### src/rtl/pwd_wdt_pkg.sv
package pwd_wdt_pkg;

    localparam int DATA_W = 32;
    localparam int CNT_W  = 16;

    // control word field positions
    localparam int EN_BIT = 31;
    localparam int PWL_LO = 26;
    localparam int DIV_LO = 24;
    localparam int PW_LO  = 16;
    localparam int PW_HI  = 23;

    localparam logic [7:0] PW_ARM    = 8'hBE;
    localparam logic [7:0] PW_COMMIT = 8'hDC;

    typedef enum logic {
        LK_IDLE,
        LK_ARMED
    } lock_st_e;

    typedef struct packed {
        logic             en;
        logic [1:0]       pwl;
        logic [1:0]       div;
        logic [CNT_W-1:0] reload;
    } ctrl_t;

    function automatic logic [DATA_W-1:0] pack_ctrl(input ctrl_t c);
        logic [DATA_W-1:0] w;
        w                 = '0;
        w[EN_BIT]         = c.en;
        w[PWL_LO +: 2]    = c.pwl;
        w[DIV_LO +: 2]    = c.div;
        w[CNT_W-1:0]      = c.reload;
        return w;
    endfunction

    // threshold is half the full range shifted right by the code
    function automatic logic [CNT_W-1:0] warn_thr(input logic [1:0] code);
        logic [CNT_W-1:0] half;
        half = {1'b1, {(CNT_W-1){1'b0}}};
        return half >> code;
    endfunction

endpackage

### src/rtl/pwd_wdt_unlock.sv
module pwd_wdt_unlock
    import pwd_wdt_pkg::*;
#(
    parameter int                ADDR_W   = 4,
    parameter logic [ADDR_W-1:0] CTRL_OFS = '0
) (
    input  logic              clk,
    input  logic              rst,
    input  logic              bus_wr,
    input  logic [ADDR_W-1:0] bus_addr,
    input  logic [DATA_W-1:0] bus_wdata,
    output logic              accept,
    output ctrl_t             ctrl_new
);

    lock_st_e   st_q;
    logic       hit_ctrl;
    logic       arm;
    logic [7:0] pw;
    logic       unused_bits;

    assign unused_bits = ^bus_wdata[EN_BIT-1:PWL_LO+2];

    always_comb begin
        hit_ctrl = (bus_addr == CTRL_OFS);
        pw       = bus_wdata[PW_HI:PW_LO];
        arm      = bus_wr && (st_q == LK_IDLE) && hit_ctrl && (pw == PW_ARM);
        accept   = bus_wr && (st_q == LK_ARMED) && hit_ctrl && (pw == PW_COMMIT);

        ctrl_new.en     = bus_wdata[EN_BIT];
        ctrl_new.pwl    = bus_wdata[PWL_LO +: 2];
        ctrl_new.div    = bus_wdata[DIV_LO +: 2];
        ctrl_new.reload = bus_wdata[CNT_W-1:0];
    end

    // every write leaves the armed state; only a valid first write enters it
    always_ff @(posedge clk) begin
        if (rst) begin
            st_q <= LK_IDLE;
        end else if (bus_wr) begin
            st_q <= arm ? LK_ARMED : LK_IDLE;
        end
    end

endmodule

### src/rtl/pwd_wdt_prescale.sv
module pwd_wdt_prescale #(
    parameter int PRE_BASE = 6,
    parameter int PRE_STEP = 4
) (
    input  logic       clk,
    input  logic       rst,
    input  logic       run,
    input  logic       restart,
    input  logic [1:0] div,
    output logic       tick
);

    localparam int PRE_W  = PRE_BASE + 3 * PRE_STEP;
    localparam int N_CODE = 4;

    logic [PRE_W-1:0] pre_q;
    logic [PRE_W-1:0] lim_tbl [N_CODE];

    for (genvar g = 0; g < N_CODE; g++) begin : g_lim
        assign lim_tbl[g] = PRE_W'((64'd1 << (PRE_BASE + PRE_STEP * g)) - 64'd1);
    end

    assign tick = run && (pre_q == lim_tbl[div]);

    always_ff @(posedge clk) begin
        if (rst || restart || !run) begin
            pre_q <= '0;
        end else if (tick) begin
            pre_q <= '0;
        end else begin
            pre_q <= pre_q + PRE_W'(1);
        end
    end

endmodule

### src/rtl/pwd_wdt_count.sv
module pwd_wdt_count
    import pwd_wdt_pkg::*;
(
    input  logic             clk,
    input  logic             rst,
    input  logic             run,
    input  logic             tick,
    input  logic             load,
    input  logic             clr,
    input  logic [CNT_W-1:0] load_val,
    input  logic [1:0]       pwl,
    output logic [CNT_W-1:0] cnt_q,
    output logic             warn_q,
    output logic             expired_q,
    output logic             expire_evt
);

    logic [CNT_W-1:0] thr;
    logic             step;

    always_comb begin
        thr        = warn_thr(pwl);
        step       = run && tick && !clr;
        expire_evt = step && (cnt_q <= CNT_W'(1));
    end

    always_ff @(posedge clk) begin
        if (rst) begin
            cnt_q     <= '0;
            warn_q    <= 1'b0;
            expired_q <= 1'b0;
        end else if (load) begin
            cnt_q     <= load_val;
            warn_q    <= 1'b0;
            expired_q <= 1'b0;
        end else begin
            warn_q <= step && (cnt_q == thr + CNT_W'(1));
            if (step && (cnt_q != '0)) begin
                cnt_q <= cnt_q - CNT_W'(1);
            end
            if (clr) begin
                expired_q <= 1'b0;
            end else if (expire_evt) begin
                expired_q <= 1'b1;
            end
        end
    end

endmodule

### src/rtl/pwd_wdt.sv
module pwd_wdt
    import pwd_wdt_pkg::*;
#(
    parameter int                ADDR_W   = 4,
    parameter logic [ADDR_W-1:0] CTRL_OFS = ADDR_W'(0),
    parameter logic [ADDR_W-1:0] STAT_OFS = ADDR_W'(8),
    parameter int                PRE_BASE = 6,
    parameter int                PRE_STEP = 4
) (
    input  logic              clk,
    input  logic              rst,
    input  logic              bus_wr,
    input  logic [ADDR_W-1:0] bus_addr,
    input  logic [DATA_W-1:0] bus_wdata,
    output logic [DATA_W-1:0] bus_rdata,
    output logic              warn_pulse,
    output logic              rst_req,
    output logic              rst_cause
);

    ctrl_t            ctrl_q;
    ctrl_t            ctrl_new;
    logic             accept;
    logic             load;
    logic             tick;
    logic [CNT_W-1:0] cnt;
    logic             expired;
    logic             expire_evt;
    logic             cause_q;

    pwd_wdt_unlock #(
        .ADDR_W  (ADDR_W),
        .CTRL_OFS(CTRL_OFS)
    ) u_unlock (
        .clk      (clk),
        .rst      (rst),
        .bus_wr   (bus_wr),
        .bus_addr (bus_addr),
        .bus_wdata(bus_wdata),
        .accept   (accept),
        .ctrl_new (ctrl_new)
    );

    assign load = accept && ctrl_new.en;

    always_ff @(posedge clk) begin
        if (rst) begin
            ctrl_q <= '0;
        end else if (accept) begin
            ctrl_q <= ctrl_new;
        end
    end

    pwd_wdt_prescale #(
        .PRE_BASE(PRE_BASE),
        .PRE_STEP(PRE_STEP)
    ) u_pre (
        .clk    (clk),
        .rst    (rst),
        .run    (ctrl_q.en),
        .restart(load),
        .div    (ctrl_q.div),
        .tick   (tick)
    );

    pwd_wdt_count u_count (
        .clk       (clk),
        .rst       (rst),
        .run       (ctrl_q.en),
        .tick      (tick),
        .load      (load),
        .clr       (accept),
        .load_val  (ctrl_new.reload),
        .pwl       (ctrl_q.pwl),
        .cnt_q     (cnt),
        .warn_q    (warn_pulse),
        .expired_q (expired),
        .expire_evt(expire_evt)
    );

    always_ff @(posedge clk) begin
        if (rst) begin
            cause_q <= 1'b0;
        end else if (expire_evt) begin
            cause_q <= 1'b1;
        end
    end

    assign rst_req   = expired;
    assign rst_cause = cause_q;

    always_comb begin
        if (bus_addr == CTRL_OFS) begin
            bus_rdata = pack_ctrl(ctrl_q);
        end else if (bus_addr == STAT_OFS) begin
            bus_rdata = {ctrl_q.en, {(DATA_W-CNT_W-1){1'b0}}, cnt};
        end else begin
            bus_rdata = '0;
        end
    end

endmodule

### config.mk
export PLATFORM = sky130hd
export DESIGN_NAME = pwd_wdt
export DESIGN_NICKNAME = d
export VERILOG_FILES = /design/src/rtl/pwd_wdt_pkg.sv /design/src/rtl/pwd_wdt_unlock.sv /design/src/rtl/pwd_wdt_prescale.sv /design/src/rtl/pwd_wdt_count.sv /design/src/rtl/pwd_wdt.sv
export SDC_FILE = /design/constraint.sdc
export NUM_CORES = 1
export LEC_CHECK = 0
export BUFFER_PORTS_ARGS = -buffer_cell sky130_fd_sc_hd__buf_2
export CAP_MARGIN = 0
export CORE_ASPECT_RATIO = 1.4
export CORE_UTILIZATION = 40
export CTS_CLUSTER_DIAMETER = 80
export DETAILED_ROUTE_END_ITERATION = 8
export GPL_TIMING_DRIVEN = 1
export PLACE_DENSITY = 0.63
export REMOVE_ABC_BUFFERS = 1
export SYNTH_ARGS = -nofsm -noshare
export SYNTH_HDL_FRONTEND = slang
export SYNTH_SLANG_ARGS = --single-unit
export TNS_END_PERCENT = 5
### constraint.sdc
create_clock -name clk -period 4.5 [get_ports clk]
set_input_delay 1.35 -clock clk [delete_from_list [all_inputs] [get_ports clk]]
set_output_delay 1.35 -clock clk [all_outputs]
set_load 0.01 [all_outputs]
==> results of run 1 <==
[worst min-delay path, cell delays in order, from the launching register on]
cell	delay (ns)
dfxtp_1	0.31
nand2_1	0.05
a21oi_1	0.05
[through the flow]
| stage | util (%) | hold slack (ns) | total power, uW |
|---|---|---|---|
| after floorplan | - | 0.418 | 546 |
| after global placement | 45.7 | 0.430 | 576 |
| after detailed placement | 45.7 | 0.443 | 577 |
| after CTS | 48.4 | 0.452 | 1090 |
| after global routing | 48.4 | 0.466 | 1110 |
| final | 48.4 | 0.449 | 1080 |
[flip-flops by register name, summed over array words and instances, names as in the netlist]
signal,flops
ctrl_q,21
u_pre.pre_q,18
u_count.cnt_q,16
rst_cause,1
u_count.expired_q,1
u_count.warn_q,1
u_unlock.st_q,1
[final timing paths]
kind / slack (ns) / to
worst max-delay path: 0.68 / bus_rdata[25]
worst min-delay path: 0.45 / ctrl_q[0]
worst max register to register: 1.72 / u_pre.pre_q[14]
worst min register to register: 0.45 / ctrl_q[0]
[layout by cell type, fill, tap and decap left out, types with 3 or more instances in the layout]
cell type / n
or3_1: 6
nand3_1: 6
inv_1: 5
nor4b_1: 3
or4_1: 8
or2_2: 3
clkbuf_8: 12
a21oi_1: 25
and2_1: 5
nand4_1: 8
dfxtp_1: 59
conb_1: 11
nor3_1: 6
nor2_1: 60
nor4_1: 14
xor2_1: 7
ha_1: 4
nand2_1: 60
mux2i_1: 16
xnor2_1: 23
buf_4: 7
a211oi_1: 15
buf_2: 59
[power breakdown]
| group | leakage, uW | switching, uW | internal [uW] |
|---|---|---|---|
| combinational | 0.000844 | 26.0 | 16.8 |
| clock | 0.000108 | 213 | 299 |
| sequential | 0.000475 | 0.000591 | 522 |
| total | 0.00143 | 239 | 838 |
[per-layer routing]
metal	track usage (%)	vias up	part of all wire, %	routed length, microns
met3	3.46	18	3.7	282
met1	21.8	1375	41	3120
li1	-	1466	-	-
met2	35.0	57	53	4010
met4	10.2	0	2.7	203
met5	0	-	0	0
[kinds of logic after synthesis]
family | synth area share [%]
and+or+nand+nor | 31.2
DFF | 36.7
AOI/OAI and AO/OA | 10.4
buffers and inverters | 6.38
xor gates and xnor gates | 8.17
muxes | 5.45
adders and majority gates | 1.56
other | 0.117
[cell type report]
| class | instances | share of cell area [%] |
|---|---|---|
| multi-input cells | 311 | 49.7 |
| flip-flops and latches | 59 | 31.5 |
| repair buffers | 66 | 9.27 |
| clock buffers | 12 | 4.40 |
| well taps | 100 | 3.33 |
| clock inverters | 4 | 1.27 |
| inverters | 5 | 0.500 |
==> out/metrics.cfg, run 1 <==
[finish]
multi_input_area_sq_um=1870
regArea_sq_um=1180
n_antenna_cell=0
fin_nets=495
drive_above_1_share_pct=20.8
fin_cells=557
final.fill_count=801
fin_area_sq_um=3750
area_delta_synth_final_pct=16.7

[setup_path]
cp_num_cells=5
path_cells=buf_2 > or3_1 > nor2_1 > and2_1 > buf_2
critical_path_class=in -> out
crit_slowest_cell=or3_1
end_kind=output pin
max_stage_delay_ns=0.38
crit_path_start_kind=input pin
cp_data_arrival_time_ns=2.47
path_buf_inv=2
rr_startpoint=u_pre.pre_q[15]
worstPathRequired_ns=3.15
worstPathMaxFanout=7
cp_top_family=simple AND/OR/NAND/NOR gates
worstRegToRegCells=6
cpMostUsedCell=buf_2
setup.worst_path.start=bus_addr[1]

[floorplanning]
rows=38
die_area_sq_um=8410
die_h_microns=108
core_area_sq_um=7750
start_util_pct=41.5
io_pins=74
chipWidth_microns=77.8

[sta]
max-slew-margin-rel_pct=44.7
rsz0062_at_grt=false
hold_violations=0
tns_ns=0
finalMaxSlewViolations=0
worstMarginPinSlew_ns=0.829
post-route-period-util_pct=84.8
final-setup-viol-count=0
min_period_ns=3.82
setup_ws_ns=0.683
finalClockSkew_ns=0.00955
max_freq_mhz=262

[clocking]
ctsHtreeMaxLevel=3
cts-root-buf=clkbuf_8
numCtsBuffers=9
post_cts_buffers=0
cts_buffer_depth=2
cts_hold_buf=0
clk_pin_slew_ns=0.06
ctsResizeCount=0
clock_latency_ns=0.35
cts.sink_count=59
cts_tree=done

[place]
place_congestion=0.784
post-place-cells=541
place_area_sq_um=3540
portBuffers=59
hpwl_mm=5.42
post-place-ws_ns=0.688

[power_and_ir_drop]
powerDensity_nw_per_um2=287
vdd_drop_max_uv=126
leakagePower_uw=0.00143

[drt]
totalWireLength_mm=7.62
post_drt_wl_per_cell_microns=13.7
vias=2916
dr.pass1.iters=4
drtIter0Drc=100
drtAntennaViolNets=0
drcViolationCount=0
post_drt_via_cell_ratio=5.24

[hold_path]
min_from=ctrl_q[0]
hold_depth=2
hold_class=reg -> reg

[synth]
synth_area_leaders=dfxtp_1, nand2_1, nor2_1
synth_ff_type=dfxtp_1
synthesis.area_sq_um=3220
synth_top_area_share_pct=36.7
ys_warn_count=0
ys_seq_elements=59
postSynthAreaPerCell_sq_um=8.08
synth-seq-area-share_pct=36.7
synth_edf_count=0
synth_cells=398
synth_top_area_cell=dfxtp_1
synth_cell_types=52
ys_async_sr_fraction_pct=0
synth_common_cells=nand2_1, nor2_1, dfxtp_1, a21oi_1, xnor2_1

[grt]
grt_overflow=0
grt_use_total_pct=19.5
grt_pass1_vias=2719
grt_pass1_wl_mm=12.7
grt_max_degree=44
antenna_found_initial=0

[status]
status=finished clean

[run]
cap_viol_max_count=0

Note: power is estimated with default switching activity, not from simulation.
==> run 2, diff against run 1 <==
--- a/config.mk
+++ b/config.mk
@@ -12,7 +12,7 @@
 export CTS_CLUSTER_DIAMETER = 80
 export DETAILED_ROUTE_END_ITERATION = 8
 export GPL_TIMING_DRIVEN = 1
-export PLACE_DENSITY = 0.63
+export PLACE_DENSITY = 0.66
 export REMOVE_ABC_BUFFERS = 1
 export SYNTH_ARGS = -nofsm -noshare
 export SYNTH_HDL_FRONTEND = slang
==> constraint.sdc (replaced) <==
create_clock -name clk -period 3.3 [get_ports clk]
set_input_delay 0.99 -clock clk [delete_from_list [all_inputs] [get_ports clk]]
set_output_delay 0.99 -clock clk [all_outputs]
set_load 0.01 [all_outputs]
==> run 2 against run 1 <==
Against the previous run: sequential share of layout area about the same; critical endpoint is now bus_rdata[26]; highest routed layer unchanged; clock-buffer cell count increased by 1; sequential cell count did not move; largest power group unchanged; first-iteration DRC count up 3.0%; setup slack got worse by 0.52 ns; non-clock buffer count is 5 higher; clock skew shrank 0.0020 ns; cell area is essentially flat; critical path depth stayed put; sequential power up 36%; register-to-register slack worse by 0.94 ns; largest cell class unchanged; total power is 27% higher.
==> out/metrics.cfg, run 2 (synthesized netlist as in run 1, its figures left out) <==
[status]
status=finished clean

[power_and_ir_drop]
vdd_drop_max_uv=176
powerDensity_nw_per_um2=364
leakagePower_uw=0.00144

[sta]
tns_ns=0
worstMarginPinSlew_ns=0.840
min_period_ns=3.14
finalMaxSlewViolations=0
max_freq_mhz=319
rsz0062_at_grt=false
hold_violations=0
final-setup-viol-count=0
finalClockSkew_ns=0.00753
max-slew-margin-rel_pct=44.0
post-route-period-util_pct=95.0

[hold_path]
hold_class=reg -> reg
min_from=ctrl_q[0]

[clocking]
clock_latency_ns=0.34
cts.sink_count=59
cts_hold_buf=0
post_cts_buffers=0
cts_tree=done
cts-root-buf=clkbuf_8
ctsResizeCount=0
ctsHtreeMaxLevel=3
cts_buffer_depth=2
clk_pin_slew_ns=0.06
numCtsBuffers=9

[grt]
grt_use_total_pct=19.2
grt_pass1_vias=2779
antenna_found_initial=0
grt_pass1_wl_mm=12.5
grt_overflow=0
grt_max_degree=29

[finish]
fin_nets=500
finish.utilization_pct=48.5
top_regs=ctrl_q: 21 flops, u_pre.pre_q: 18 flops, u_count.cnt_q: 16 flops
n_antenna_cell=0
fin_area_sq_um=3760
final_cell_mix=nor2_1, nand2_1, dfxtp_1, buf_2, a21oi_1
drive_above_1_share_pct=21.3
fin_cells=561
area_delta_synth_final_pct=16.8
top_register=ctrl_q
largest_reg_flops=21

[drt]
drcViolationCount=0
totalWireLength_mm=7.63
post_drt_via_cell_ratio=5.23
vias=2933
drtAntennaViolNets=0
drtIter0Drc=103
post_drt_wl_per_cell_microns=13.6
dr.pass1.iters=4

[place]
post-place-cells=546
hpwl_mm=5.54
place_area_sq_um=3580
portBuffers=59
place_congestion=0.819

[setup_path]
worstPathMaxFanout=5
cp_data_arrival_time_ns=2.15
setup.worst_path.start=bus_addr[1]
end_kind=output pin
crit_path_start_kind=input pin
rr_startpoint=u_pre.pre_q[15]
worstPathRequired_ns=2.31
critical_path_class=in -> out

[floorplanning]
io_pins=74
core_area_sq_um=7750
chipWidth_microns=77.8
die_h_microns=108
start_util_pct=41.5
die_area_sq_um=8410
rows=38

[run]
cap_viol_max_count=0

run 2: stage by stage:
step / hold WS (ns) / total power [uW] / worst slack [ns]
floorplan: 0.418 / 744 / -0.0421
global placement: 0.428 / 788 / 0.106
detailed placement: 0.441 / 788 / 0.0625
CTS: 0.452 / 1390 / 0.146
global route: 0.466 / 1420 / 0.106
finish: 0.450 / 1370 / 0.164
run 2: cell type report:
class	instances	area, sq um
well taps	100	125
clock buffers	13	169
multi-input cells	311	1870
flip-flops and latches	59	1180
inverters	5	18.8
fillers	787	3990
clock inverters	2	10.0
repair buffers	71	385
run 2: worst max-delay path, stage by stage:
cell and delay, ns:
buf_2 0.10, or3_1 0.43, nor2_1 0.30, and2_1 0.19
buf_2 0.13
run 2: report_power, final:
part | total [uW] | internal (uW) | switching [uW]
sequential | 712 | 712 | 0.000819
combinational | 60.0 | 24.1 | 35.9
clock | 594 | 327 | 266
total | 1370 | 1060 | 302
run 2: layer usage:
layer  vias to the layer above  track usage, %  share of wire, %
met5                         -               0                 0
met4                         0            12.7               3.8
met3                        24            4.47               3.9
met2                        77            35.3                52
met1                      1347            19.2                40
li1                       1485               -                 -
run 2: path summary, 6_finish.rpt:
kind	end	slack, ns	cells after the start
setup / recovery	bus_rdata[26]	0.16	5
hold reg to reg	ctrl_q[0]	0.45	2
setup reg to reg	u_pre.pre_q[16]	0.78	7
hold / removal	ctrl_q[0]	0.45	2
